==> src/rtl/rxbyte_ring.sv <==
module rxbyte_ring #(
  parameter int AW = 8,
  parameter int CW = 8
) (
  input  logic          clk,
  input  logic          rst_n,
  input  logic          wr_valid,
  input  logic [7:0]    wr_data,
  input  logic          rd_req,
  output logic [7:0]    rd_data,
  output logic          empty,
  output logic          full,
  output logic          drop,
  input  logic          clr_stats,
  output logic [AW:0]   level,
  output logic [AW:0]   peak,
  output logic [CW-1:0] ovf_count
);
  localparam int DEPTH = 1 << AW;
  localparam logic [CW-1:0] CMAX = {CW{1'b1}};

  logic [7:0]  mem [DEPTH];
  logic [AW:0] wptr, rptr, level_nx;
  logic        do_push, do_pop;

  assign empty   = (wptr == rptr);
  assign full    = (wptr[AW] != rptr[AW]) && (wptr[AW-1:0] == rptr[AW-1:0]);
  assign level   = wptr - rptr;
  assign do_pop  = rd_req && !empty;
  assign do_push = wr_valid && (!full || rd_req);
  assign drop    = wr_valid && full && !rd_req;
  assign rd_data = mem[rptr[AW-1:0]];
  assign level_nx = level + {{AW{1'b0}}, do_push} - {{AW{1'b0}}, do_pop};

  always_ff @(posedge clk) begin
    if (do_push) mem[wptr[AW-1:0]] <= wr_data;
  end

  always_ff @(posedge clk or negedge rst_n) begin
    if (!rst_n) begin
      wptr <= '0;
      rptr <= '0;
    end else begin
      if (do_push) wptr <= wptr + 1'b1;
      if (do_pop)  rptr <= rptr + 1'b1;
    end
  end

  always_ff @(posedge clk or negedge rst_n) begin
    if (!rst_n) begin
      peak      <= '0;
      ovf_count <= '0;
    end else if (clr_stats) begin
      peak      <= level_nx;
      ovf_count <= '0;
    end else begin
      if (level_nx > peak) peak <= level_nx;
      if (drop && ovf_count != CMAX) ovf_count <= ovf_count + 1'b1;
    end
  end
endmodule

==> config.mk <==
export PLATFORM = sky130hd
export DESIGN_NAME = rxbyte_ring
export DESIGN_NICKNAME = d
export VERILOG_FILES = /design/src/rtl/rxbyte_ring.sv
export SDC_FILE = /design/constraint.sdc
export NUM_CORES = 2
export LEC_CHECK = 0
export BUFFER_PORTS_ARGS = -buffer_cell sky130_fd_sc_hd__buf_2
export CAP_MARGIN = 10
export CORE_UTILIZATION = 40
export CTS_CLUSTER_DIAMETER = 50
export DETAILED_ROUTE_END_ITERATION = 7
export SYNTH_ARGS = -nofsm -noshare
export SYNTH_HDL_FRONTEND = slang
export SYNTH_SLANG_ARGS = --single-unit
==> constraint.sdc <==
create_clock -name clk -period 9.3 [get_ports clk]
set_input_delay 2.325 -clock clk [delete_from_list [all_inputs] [get_ports clk]]
set_output_delay 2.325 -clock clk [all_outputs]
set_load 0.05 [all_outputs]
# Yosys cells after proc, flatten, opt, wreduce, memory -nomap -nowiden

Memories as Yosys holds them, arrays and structs flattened.
Cells that the tools add are included.

$add $sub $neg: 6
Magnitude comparators: 1
Eq/ne operators: 4
Muxes and demuxes: 6
Reduce and logical (&&, ||, !) cells: 12

Operator list:

| operator                                                       | number |
|---|---|
| 9-bit by 1-bit adder with 9-bit output (second input constant) | 2 |
| 9-bit two-way mux                                              | 2 |
| 8-bit two-way mux                                              | 2 |
| 9-bit by 1-bit adder with 9-bit output                         | 1 |
| 9-bit equality test                                            | 1 |
| 9-bit greater-than comparator                                  | 1 |
| 9-bit by 1-bit subtractor with 9-bit output                    | 1 |
| 9-bit subtractor                                               | 1 |
| 8-bit by 1-bit adder with 8-bit output (second input constant) | 1 |
| 8-bit equality test                                            | 1 |
| 8-bit inequality test (second input constant)                  | 1 |
| 1-bit logical AND                                              | 6 |
| 2-bit nonzero test                                             | 2 |
| 1-bit zero test                                                | 3 |
| 1-bit two-way mux                                              | 2 |
| 1-bit logical OR                                               | 1 |
| 1-bit inequality test                                          | 1 |

Flip-flop bits (word level): 35
RAM bits: 2048
Logic and storage cells: 34
Memories: 1

Memories:

| name | words | width | rd ports | clocked after memory_dff | wr ports | RTL line | RTL |
|---|---|---|---|---|---|---|---|
| mem  | 256   | 8     | 1        | 0                        | 1        | 22       | `logic [7:0] mem [DEPTH];` |

# Logic depth before layout (Yosys ltp)

Depth after elaboration: 10
Gate-level depth with buffers: 27

# Worst setup path after synthesis

OpenSTA, ideal clock, no wires.

Path type: reg2reg
Start point: register rptr[2]
End point: register peak[0]
Arrival: 7.227 ns
Data required time: 9.175 ns
Setup slack: 1.948 ns
Stages on the path, launching flop included: 26
Period minus slack after synthesis: 7.352 ns
Cells stage by stage: dfrtp_1 > inv_1 > buf_4 > buf_2 > buf_2 > buf_2 > buf_2 > ha_1 > nand4_1 > nor3_1 > nor2b_1 > clkbuf_1 > ha_1 > inv_1 > ha_1 > fa_1 > a21o_1 > a21oi_1 > nor2b_1 > o21a_1 > o41ai_1 > xor3_1 > ha_1 > nand4b_1 > o311ai_1 > mux2_2

RTL lines:

| element                                     | RTL line | RTL |
|---|---|---|
| start, declared                             | 23       | `logic [AW:0] wptr, rptr, level_nx;` |
| start signal, assigned                      | 45       | `if (do_pop) rptr <= rptr + 1'b1;` |
| 9-bit equality test                         | 26       | `assign empty = (wptr == rptr);` |
| via empty                                   | 11       | `output logic empty,` |
| 1-bit zero test                             | 29       | `assign do_pop = rd_req && !empty;` |
| 1-bit logical AND                           | 29       |  |
| via do_pop                                  | 24       | `logic do_push, do_pop;` |
| 9-bit by 1-bit subtractor with 9-bit output | 33       | `assign level_nx = level + {{AW{1'b0}}, do_push} - {{AW{1'b0}}, do_pop};` |
| via level_nx[8]                             | 23       |  |
| 9-bit greater-than comparator               | 57       | `if (level_nx > peak) peak <= level_nx;` |
| 2-bit nonzero test (no source line)         | -        |  |
| end signal, assigned                        | 54       | `peak <= level_nx;` |
| end signal, assigned                        | 57       |  |
| end, declared                               | 16       | `output logic [AW:0] peak,` |

The timed path passes the listed nets, and every way through them passes these cells. The select of a mux whose other input is x is not followed.
A chain may end at the register's enable or synchronous reset.

# Worst setup path in the final report

Start point: register rptr[3]
End point: output port rd_data[2]

Longest elaborated chain between the ends: 1

RTL lines:

| element            | RTL line | RTL |
|---|---|---|
| memory 256 x 8 bit | -        |  |
| end, declared      | 10       | `output logic [7:0] rd_data,` |

No other way between the ends.

==> impl_table.tex <==
\begin{tabular}{lr}
\hline
Metric & Value \\
\hline
\multicolumn{2}{l}{\textbf{Run status}} \\
Status & finished, final reports clean \\
\multicolumn{2}{l}{\textbf{STA}} \\
Actual transition at the worst max-transition pin & 1180 ps \\
Worst Clk Skew & about 40 ps \\
Number of failing hold endpoints at the final stage & 0 \\
Fmax achieved & 127 MHz \\
Sum of negative setup slack & 0 ps \\
Final Setup Violations & 0 \\
Count of final max-slew check failures & 0 \\
RSZ-0062 raised after global routing & false \\
Max transition margin & 21.7\% \\
Final critical-path required period & between 7000 and 8000 ps \\
Post-route fraction of the period consumed by the critical path & a little over four fifths \\
\multicolumn{2}{l}{\textbf{Clock network}} \\
CTS tree & yes \\
Number of hold buffers added after cts & 0 \\
Clock slew seen by the registers of the worst setup and hold paths & 60 ps \\
CTS sink count & between 2000 and 2500 \\
Clock insertion delay at the later pin of the skew report & roughly 850 ps \\
Clock buffer depth & 3 \\
Root buffer cell & clkbuf\_16 \\
H-tree levels & 4 \\
Post-CTS setup buffer count & 0 \\
TritonCTS buffer count & roughly 220 \\
Post-CTS sizing & 0 \\
\multicolumn{2}{l}{\textbf{Floorplan}} \\
Total core area & 203000 um\^{}2 \\
Standard-cell row count & 165 \\
Starting density of the core & 40.4\% \\
IO Count & 50 \\
Die Span X & 455 um \\
Vertical die dimension & 455 um \\
Die Footprint & between 200000 and 250000 um\^{}2 \\
\multicolumn{2}{l}{\textbf{Final layout}} \\
Fraction of final layout cells sized beyond drive strength 1 & $\sim$24\% \\
Synthesis-to-finish area growth & 12.2\% \\
Final net count & 4031 \\
Design area & 92000 um\^{}2 \\
\multicolumn{2}{l}{\textbf{Synth}} \\
Seq/Total Area, Yosys & 76.1\% \\
Gate count of the mapped netlist & 3855 \\
Post-synthesis register bit count & 2083 \\
Cell type with the largest total area after synthesis & edfxtp\_1 \\
Commonest cells post-synth & 2048 x edfxtp\_1, 539 x mux4\_2, 292 x nor2\_1 \\
Post-synthesis cell area & 82000 um\^{}2 \\
Top area cells in the synthesized netlist & edfxtp\_1 75\%, mux4\_2 15\%, mux2i\_1 1.7\% \\
Post-synth top flop & edfxtp\_1 \\
Count of flip-flops with a built-in enable after synthesis & slightly above 2000 \\
Post-synth top area share & 75.0\% \\
Synth Net Count & 3902 \\
Synthesized area per cell & 21.3 um\^{}2 \\
Number of warning messages in the yosys log & 0 \\
Most repeated cell in the gate-level netlist after synthesis & edfxtp\_1 \\
Post-synthesis async set-or-reset flop share & approximately 1.7\% \\
Distinct cell type count of the synthesized netlist & 68 \\
\multicolumn{2}{l}{\textbf{Global route}} \\
Antenna violations before repair & 9 \\
First-pass GRT wire length & 301 mm \\
Pin count of the biggest net entering global routing & between 150 and 200 \\
Overall Global Routing Usage & 20.4\% \\
Overall overflow remaining after global route & 0 \\
Via count of the first global-routing pass & 40200 \\
\multicolumn{2}{l}{\textbf{Route}} \\
TritonRoute pass-1 iters & 7 \\
WL per Instance & approximately 30 um \\
Routed via count & just under 40000 \\
Vias per inst & 5.80 \\
DRC violations left & 0 \\
Number of violations reported at the end of detailed-routing iteration 0 & 4637 \\
Post-route ant nets & 0 \\
Routed WL & 210 mm \\
\multicolumn{2}{l}{\textbf{Job}} \\
Max-Cap Viols & 0 \\
\multicolumn{2}{l}{\textbf{Power}} \\
Leakage power summed over all cells & 28.6 nW \\
Peak supply drop & 0.631 mV \\
Total power after layout & 29.1 mW \\
Power density over cell area & 316 nW/um\^{}2 \\
\multicolumn{2}{l}{\textbf{Setup path}} \\
Capture point of the worst path & rd\_data[2] \\
Data required, critical path & 6980 ps \\
Register-to-Register Setup Slack & 2470 ps \\
Startpoint of the worst register-to-register path & rptr[3] \\
CP Max Fanout & 65 \\
Category of the most critical setup path & reg2out \\
Kind of capture point of the worst setup path & output pin \\
Launching element of the worst setup path & rptr[3] \\
Crit path arrival time & between 5000 and 6000 ps \\
FF-to-FF path depth & 22 \\
Terminus of the critical flop-to-flop path & peak[8] \\
Crit start category & flop \\
\multicolumn{2}{l}{\textbf{Placement}} \\
Total placed instance area & between 80000 and 90000 um\^{}2 \\
Estimated wirelength of the detail-placed design & roughly 120 mm \\
Global placement routability congestion & 0.854 \\
Number of port buffers & 49 \\
\multicolumn{2}{l}{\textbf{Hold path}} \\
Min-delay worst type & reg2reg \\
\hline
\end{tabular}
-- power breakdown --
| group | internal [mW] | switching [mW] | leakage (nW) |
|---|---|---|---|
| sequential | 10.5 | 0.223 | 18.8 |
| combinational | 4.04 | 6.07 | 6.45 |
| clock | 4.60 | 3.67 | 3.31 |
| total | 19.1 | 9.96 | 28.6 |
-- layout by cell type, fill, tap and decap left out, drive strengths merged, types with 32 or more instances in the layout --
cell type and count:
edfxtp 2048, mux4 539, nor2 292, clkbuf 277, mux2i 138, buf 121, nand2 118, clkinv 103
o21ai 57, a21oi 47, inv 47, dfrtp 35, ha 32
-- through the flow --
stage          util [%]  instances  setup WS [ps]  hold WS (ps)
6_report           45.3       6837           1400           525
5_1_grt            45.3       6836           1410           553
4_1_cts            45.3       6836           1530           532
3_5_place_dp       42.0       6439           2280           519
3_3_place_gp       42.0       6439           2430           512
2_1_floorplan         -       3855           1950           498
-- registers in the layout, summed over array words and instances, names as in the netlist --
signal     cells
rptr           9
mem         2048
peak           9
ovf_count      8
wptr           9
-- cell type report --
| cell class | count | area, um^2 |
|---|---|---|
| clock inverters | 128 | 1140 |
| repair buffers | 129 | 1080 |
| inverters | 36 | 143 |
| clock buffers | 269 | 5630 |
| fillers | 16900 | 111000 |
| well taps | 2672 | 3340 |
| flip-flops and latches | 2083 | 62400 |
| multi-input cells | 1519 | 18300 |
| diodes | 1 | 2.50 |
-- worst max-delay path: stages, from the launching register on --
cell,delay [ps]
dfrtp_4,1010
buf_12,440
nand2_1,730
o22ai_1,800
a211oi_1,260
a22oi_1,560
o221a_2,410
buf_2,290
-- cell families (layout without fill, tap and decap cells) --
family	Yosys count	in the layout	share of synthesized area (%)
other cells	0	1	0
buf+inv	253	562	1.67
xor+xnor	38	38	0.424
simple gates	513	513	2.61
fa+ha+maj	34	34	0.537
mux	693	693	16.7
flops	2083	2083	76.1
compound gates	241	241	1.95
-- metal layers --
| metal | global-route usage [%] | up-vias | share of wire, % |
|---|---|---|---|
| met3 | 4.78 | 346 | 8.9 |
| li1 | - | 16300 | - |
| met4 | 6.29 | 4 | 3.0 |
| met5 | 0 | - | 0.013 |
| met2 | 31.6 | 1742 | 47 |
| met1 | 28.8 | 21300 | 41 |
-- worst min-delay path by stage --
stage               startpoint  endpoint  slack (ps)  cells past startpoint
detailed placement     peak[6]   peak[6]         520                      1
global route           wptr[8]   wptr[8]         550                      1
CTS                    wptr[8]   wptr[8]         530                      1
floorplan              wptr[8]   wptr[8]         500                      1
finish                 wptr[8]   wptr[8]         520                      1
global placement       wptr[8]   wptr[8]         510                      1
Note: power is estimated with default switching activity, not from simulation.
